[src/rtl/vreg_pkg.sv]
package vreg_pkg;
   typedef enum logic [1:0] {
      ACC_LOAD  = 2'b00,
      ACC_STORE = 2'b01,
      ACC_FETCH = 2'b10,
      ACC_ALT   = 2'b11
   } acc_e;

   typedef enum logic [1:0] {
      FLT_NONE  = 2'b00,
      FLT_LOAD  = 2'b01,
      FLT_STORE = 2'b10
   } flt_e;

   typedef enum logic [1:0] {
      RT_BYPASS = 2'b00,
      RT_XLAT   = 2'b01,
      RT_FAULT  = 2'b10
   } route_e;
endpackage

[src/rtl/vreg_region_decode.sv]
module vreg_region_decode
   import vreg_pkg::*;
#(
   parameter int          AW            = 32,
   parameter int          PHYS_W        = 29,
   parameter int          SQ_WIN_LSB    = 26,
   parameter logic [31:0] FETCH_HOLE_END = 32'hFFFF_FF00
) (
   input  logic [AW-1:0] va,
   input  acc_e          kind,
   input  logic          priv,
   input  logic          xlat_on,
   input  logic          sq_lock,
   output route_e        route,
   output logic [AW-1:0] pa
);
   localparam logic [AW-1:0] PHYS_MASK = AW'((64'd1 << PHYS_W) - 64'd1);
   localparam int            SQ_TAG_W  = AW - SQ_WIN_LSB;
   localparam logic [SQ_TAG_W-1:0] SQ_TAG = SQ_TAG_W'(6'b111000 >> (6 - SQ_TAG_W));

   generate
      if (AW != 32) begin : g_bad_aw
         $fatal(1, "vreg_region_decode: region map needs AW == 32");
      end
      if (PHYS_W >= AW || PHYS_W < 16) begin : g_bad_phys
         $fatal(1, "vreg_region_decode: PHYS_W out of range");
      end
      if (SQ_WIN_LSB < PHYS_W - 3 || SQ_WIN_LSB > AW - 3) begin : g_bad_sq
         $fatal(1, "vreg_region_decode: store-queue window must lie inside the top segment");
      end
   endgenerate

   logic [2:0]    seg;
   logic          upper;
   logic          top_seg;
   logic          in_sq;
   logic          fetch_hole;
   logic [AW-1:0] masked;
   route_e        tom_route;

   always_comb begin
      seg        = va[AW-1 -: 3];
      upper      = va[AW-1];
      top_seg    = (seg == 3'b111);
      in_sq      = (va[AW-1 -: SQ_TAG_W] == SQ_TAG);
      fetch_hole = top_seg && (va < FETCH_HOLE_END);
      masked     = va & PHYS_MASK;
      tom_route  = xlat_on ? RT_XLAT : RT_BYPASS;
   end

   always_comb begin
      route = RT_FAULT;
      pa    = '0;
      if (!upper) begin
         route = tom_route;
         pa    = masked;
      end else if (kind == ACC_FETCH) begin
         if (!priv || fetch_hole) begin
            route = RT_FAULT;
         end else if (!seg[1]) begin
            route = RT_BYPASS;
            pa    = masked;
         end else begin
            route = tom_route;
            pa    = masked;
         end
      end else if (!priv) begin
         if (in_sq && !sq_lock) begin
            route = RT_BYPASS;
            pa    = va;
         end
      end else if (top_seg) begin
         route = RT_BYPASS;
         pa    = va;
      end else if (!seg[1]) begin
         route = RT_BYPASS;
         pa    = masked;
      end else begin
         route = tom_route;
         pa    = masked;
      end
   end

   always_comb begin
      if (priv && upper && kind == ACC_FETCH && fetch_hole)
         assert_fetch_hole_R6: assert (route == RT_FAULT)
            else $error("privileged fetch in reserved top range not faulted");
      if (!priv && upper && kind == ACC_FETCH)
         assert_user_fetch_R7: assert (route == RT_FAULT)
            else $error("user fetch in upper half not faulted");
   end
endmodule

[config.mk]
export PLATFORM = sky130hd
export DESIGN_NAME = vreg_region_decode
export DESIGN_NICKNAME = d
export VERILOG_FILES = /design/src/rtl/vreg_pkg.sv /design/src/rtl/vreg_region_decode.sv
export SDC_FILE = /design/constraint.sdc
export NUM_CORES = 1
export LEC_CHECK = 0
export CORE_MARGIN = 4
export CORE_UTILIZATION = 19
export DETAILED_ROUTE_END_ITERATION = 8
export PLACE_DENSITY_LB_ADDON = 0.05
export REMOVE_ABC_BUFFERS = 1
export SLEW_MARGIN = 20
export SYNTH_ARGS = -nofsm -noshare
export SYNTH_HDL_FRONTEND = slang
export SYNTH_SLANG_ARGS = --single-unit
[constraint.sdc]
create_clock -name vclk -period 1.8
set_input_delay 0.36 -clock vclk [all_inputs]
set_output_delay 0.36 -clock vclk [all_outputs]
set_load 0.02 [all_outputs]
# After elaboration in Yosys (flattened, before gate mapping)
# Index checks and enable logic that the tools add are counted.
# word_totals
reg_bits	0
output_inout_bits	34
# op_classes
reduce_logical	5
mux	14
order_cmp	1
n_eq_ne	3
# op_table
operator	n
$mux 32	5
$lt 32x32->1 const B	1
$mux 29	1
$mux 2	5
$eq 6x6->1 const B	1
$eq 3x3->1 const B	1
$mux 1	3
$eq 2x2->1 const B	1
$logic_and 1x1->1	2
$logic_not 1->1	2
$logic_or 1x1->1	1

# Depth between registers and ports, before layout
# depth
word_depth	6
depth_mapped	5
depth_no_buf	4

# Worst setup path after synthesis
# Ideal clock, no wire load.
# synth_path
path_kind	in2out
start	input port va[9]
end	output port pa[22]
arrival_ns	1.672
setup_slack_ns	-0.232
required_time_ns	1.440
stages	5
path_buffers	1
path_cell_list	nand4_1 > or4_4 > a211oi_2 > clkbuf_2 > and2_1
# synth_via
elab_chain_cells	6
# synth_lines
element	line_no	rtl
from (decl)	vreg_region_decode.sv:9	input logic [AW-1:0] va,
$lt 32x32->1	vreg_region_decode.sv:46	fetch_hole = top_seg && (va < FETCH_HOLE_END);
$logic_and 1x1->1	vreg_region_decode.sv:46	
$logic_or 1x1->1	vreg_region_decode.sv:58	if (!priv || fetch_hole) begin
$mux 29	vreg_region_decode.sv:58	
$mux 32	vreg_region_decode.sv:57	end else if (kind == ACC_FETCH) begin
$mux 32	vreg_region_decode.sv:54	if (!upper) begin
to (decl)	vreg_region_decode.sv:15	output logic [AW-1:0] pa
# Every way passes these cells.

# Worst setup path after layout
# layout_path
start	input port va[12]
end	output port pa[5]
# The elaborated chain is that of the path after synthesis.

==> impl_metrics.csv <==
group,metric,value,unit
global_route,grt_overflow,0,
timing,worstMarginPinSlew,0.266,ns
floorplan,die_h,52.7,um
floorplan,rows,15,
floorplan,fp.coreArea,1800,um2
final_layout,flops_and_latches,0,
timing,tns,-12.75,ns
floorplan,ios,71,
global_route,grt_pass1_wl,3970,um
flow_run,cap_violations,0,
power_and_ir_drop,p_per_area,327,nW/um2
timing,max_slew_margin,82.3,%
logic_synthesis,synth.most_common_cell,"and2_1",
logic_synthesis,synth_cell_type_count,18,
power_and_ir_drop,p_leak,0.682,nW
final_layout,layout.nets,182,
logic_synthesis,syn_avg_cell_area,6.54,um2
placement,port_buffers,71,
final_layout,layout-drive-gt1-share,80.4,%
floorplan,start_util,21.0,%
critical_path,critPathSlowestCell,"or4_4",
critical_path,crit_required,1.44,ns
run_status,failed_checks,"negative setup slack",
power_and_ir_drop,ir_worst_vdd,0.000231,V
final_layout,num-clock-buffers,0,
critical_path,path_cells,"buf_6 -> nand4_1 -> or4_4 -> a211oi_4 -> buf_6 -> buf_6 -> and2_4 -> buf_6",
global_route,grt_max_degree,9,
logic_synthesis,synth_top_area_share,38.0,%
routing,dr_total_vias,776,
critical_path,critPathMaxFanout,6,
routing,viasPerCell,4.62,
timing,hold_violations,0,
critical_path,crit_type,"input pin to primary output",
logic_synthesis,syn_area,379,um2
timing,drv_slew,0,
run_status,status,"complete, but fails checks",
routing,drc,0,
logic_synthesis,syn_inst,58,
routing,postRouteAntennaNets,0,
routing,drt-total-wl,2510,um
logic_synthesis,yosys_warnings,0,
routing,dr.pass1.iters,4,
placement,hpwl,1700,um
logic_synthesis,synth.yosys.seq_area_share,0,%
final_layout,regArea,0,um2
floorplan,dieArea,2770,um2
final_layout,syn2layout_area_growth,280,%
placement,gp_congestion,0.736,
routing,drt-initial-drc-count,10,
final_layout,num_antenna_cells,0,
hold_path,hold_class,"input pin to primary output",
global_route,grt_pass1_vias,839,
placement,place_area,1170,um2
clocking,holdBufCountCts,0,
critical_path,end_kind,"primary output",
timing,finalCritPeriodShare,124,%
timing,rsz0062_at_grt,"true",
critical_path,crit_top_cell,"buf_6",
routing,wl_per_cell,14.9,um
logic_synthesis,synth_common_cells,"and2_1, and2_2, nand4_1",
timing,clock.fmax,448,MHz
final_layout,stdcell_area,1440,um2
timing,fin_ws,-0.431,ns
timing,setup_viol,31,
logic_synthesis,synth_top_area_cell,"and2_1",
global_route,gr-usage-all-layers,18.7,%
logic_synthesis,synthTopCellsByArea,"and2_1, and2_2, nand4_1",
final_layout,final_util,79.9,%
critical_path,cpPeakStageDelay,0.58,ns
floorplan,die_w,52.7,um
critical_path,start_kind,"input pin",
global_route,antenna_found_initial,0,
final_layout,nFillCells,132,
timing,min_period,2.23,ns
critical_path,crit_arrival,1.87,ns
==> report_power, final <==
part / internal (mW) / total (mW) / leakage [nW] / switching, mW
clock network: 0 / 0 / 0 / 0
registers: 0 / 0 / 0 / 0
logic: 0.276 / 0.470 / 0.682 / 0.194
==> path summary, 6_finish.rpt <==
kind | startpoint | endpoint | slack (ns) | cells past startpoint
worst min-delay path | va[12] | pa[12] | 1.01 | 3
worst max-delay path | va[12] | pa[5] | -0.43 | 8
==> layer usage <==
layer  global-route usage, %  up-vias  part of all wire (%)
li1                        -      375                     -
met1                    20.8      358                    34
met2                    36.0       37                    55
met3                    3.42        6                   8.6
met4                    3.83        0                   2.4
met5                       0        -                     0
==> cell type report <==
type / count / area (um2) / share of cell area (%)
timing repair buffer: 88 / 875 / 60.8
multi-input combinational: 53 / 526 / 36.5
tap: 25 / 31.3 / 2.17
inverter: 2 / 7.51 / 0.522
==> through the flow <==
stage                     setup slack (ns)  std cells  power [mW]  hold slack, ns
after floorplan                     -0.602         55       0.140           0.869
after global placement               -1.29        160       0.360            1.75
after detailed placement             -1.32        160       0.363            1.74
after CTS                           -0.373        169       0.459            1.02
after global routing                -0.487        168       0.494            1.02
final                               -0.431        168       0.470            1.01
==> critical path: cells and delay by family <==
kind | cells | cell delay [ns]
buf+inv | 4 | 0.46
compound gates | 1 | 0.23
simple gates | 3 | 0.83
==> cell families (layout without fill, tap and decap cells) <==
family          count (synthesis)  count (layout)  synth area share, %
compound gates                  5               5                 11.9
simple gates                   48              48                 82.2
buf+inv                         5              90                 5.94
==> repair_timing <==
action                     CTS  global route
buffers inserted             6             1
setup endpoints to repair   34            34
pin swaps                   46             9
cloned                       3             0
gates resized for setup    344            12
==> cells in the final DEF, fill, tap and decap left out, drive strengths merged <==
master and instances:
and2 30, nor2 3, dlygate4sd2 10, buf 67, and4 1, nand4 5
clkdlybuf4s50 10, a211oi 2, a311oi 1, clkbuf 1, inv 2, o31a 1
nand3b 1, or4 1, nor2b 1, nand2 1, nor4 4, and3b 1
a21boi 1
Note: power is estimated with default switching activity, not from simulation.
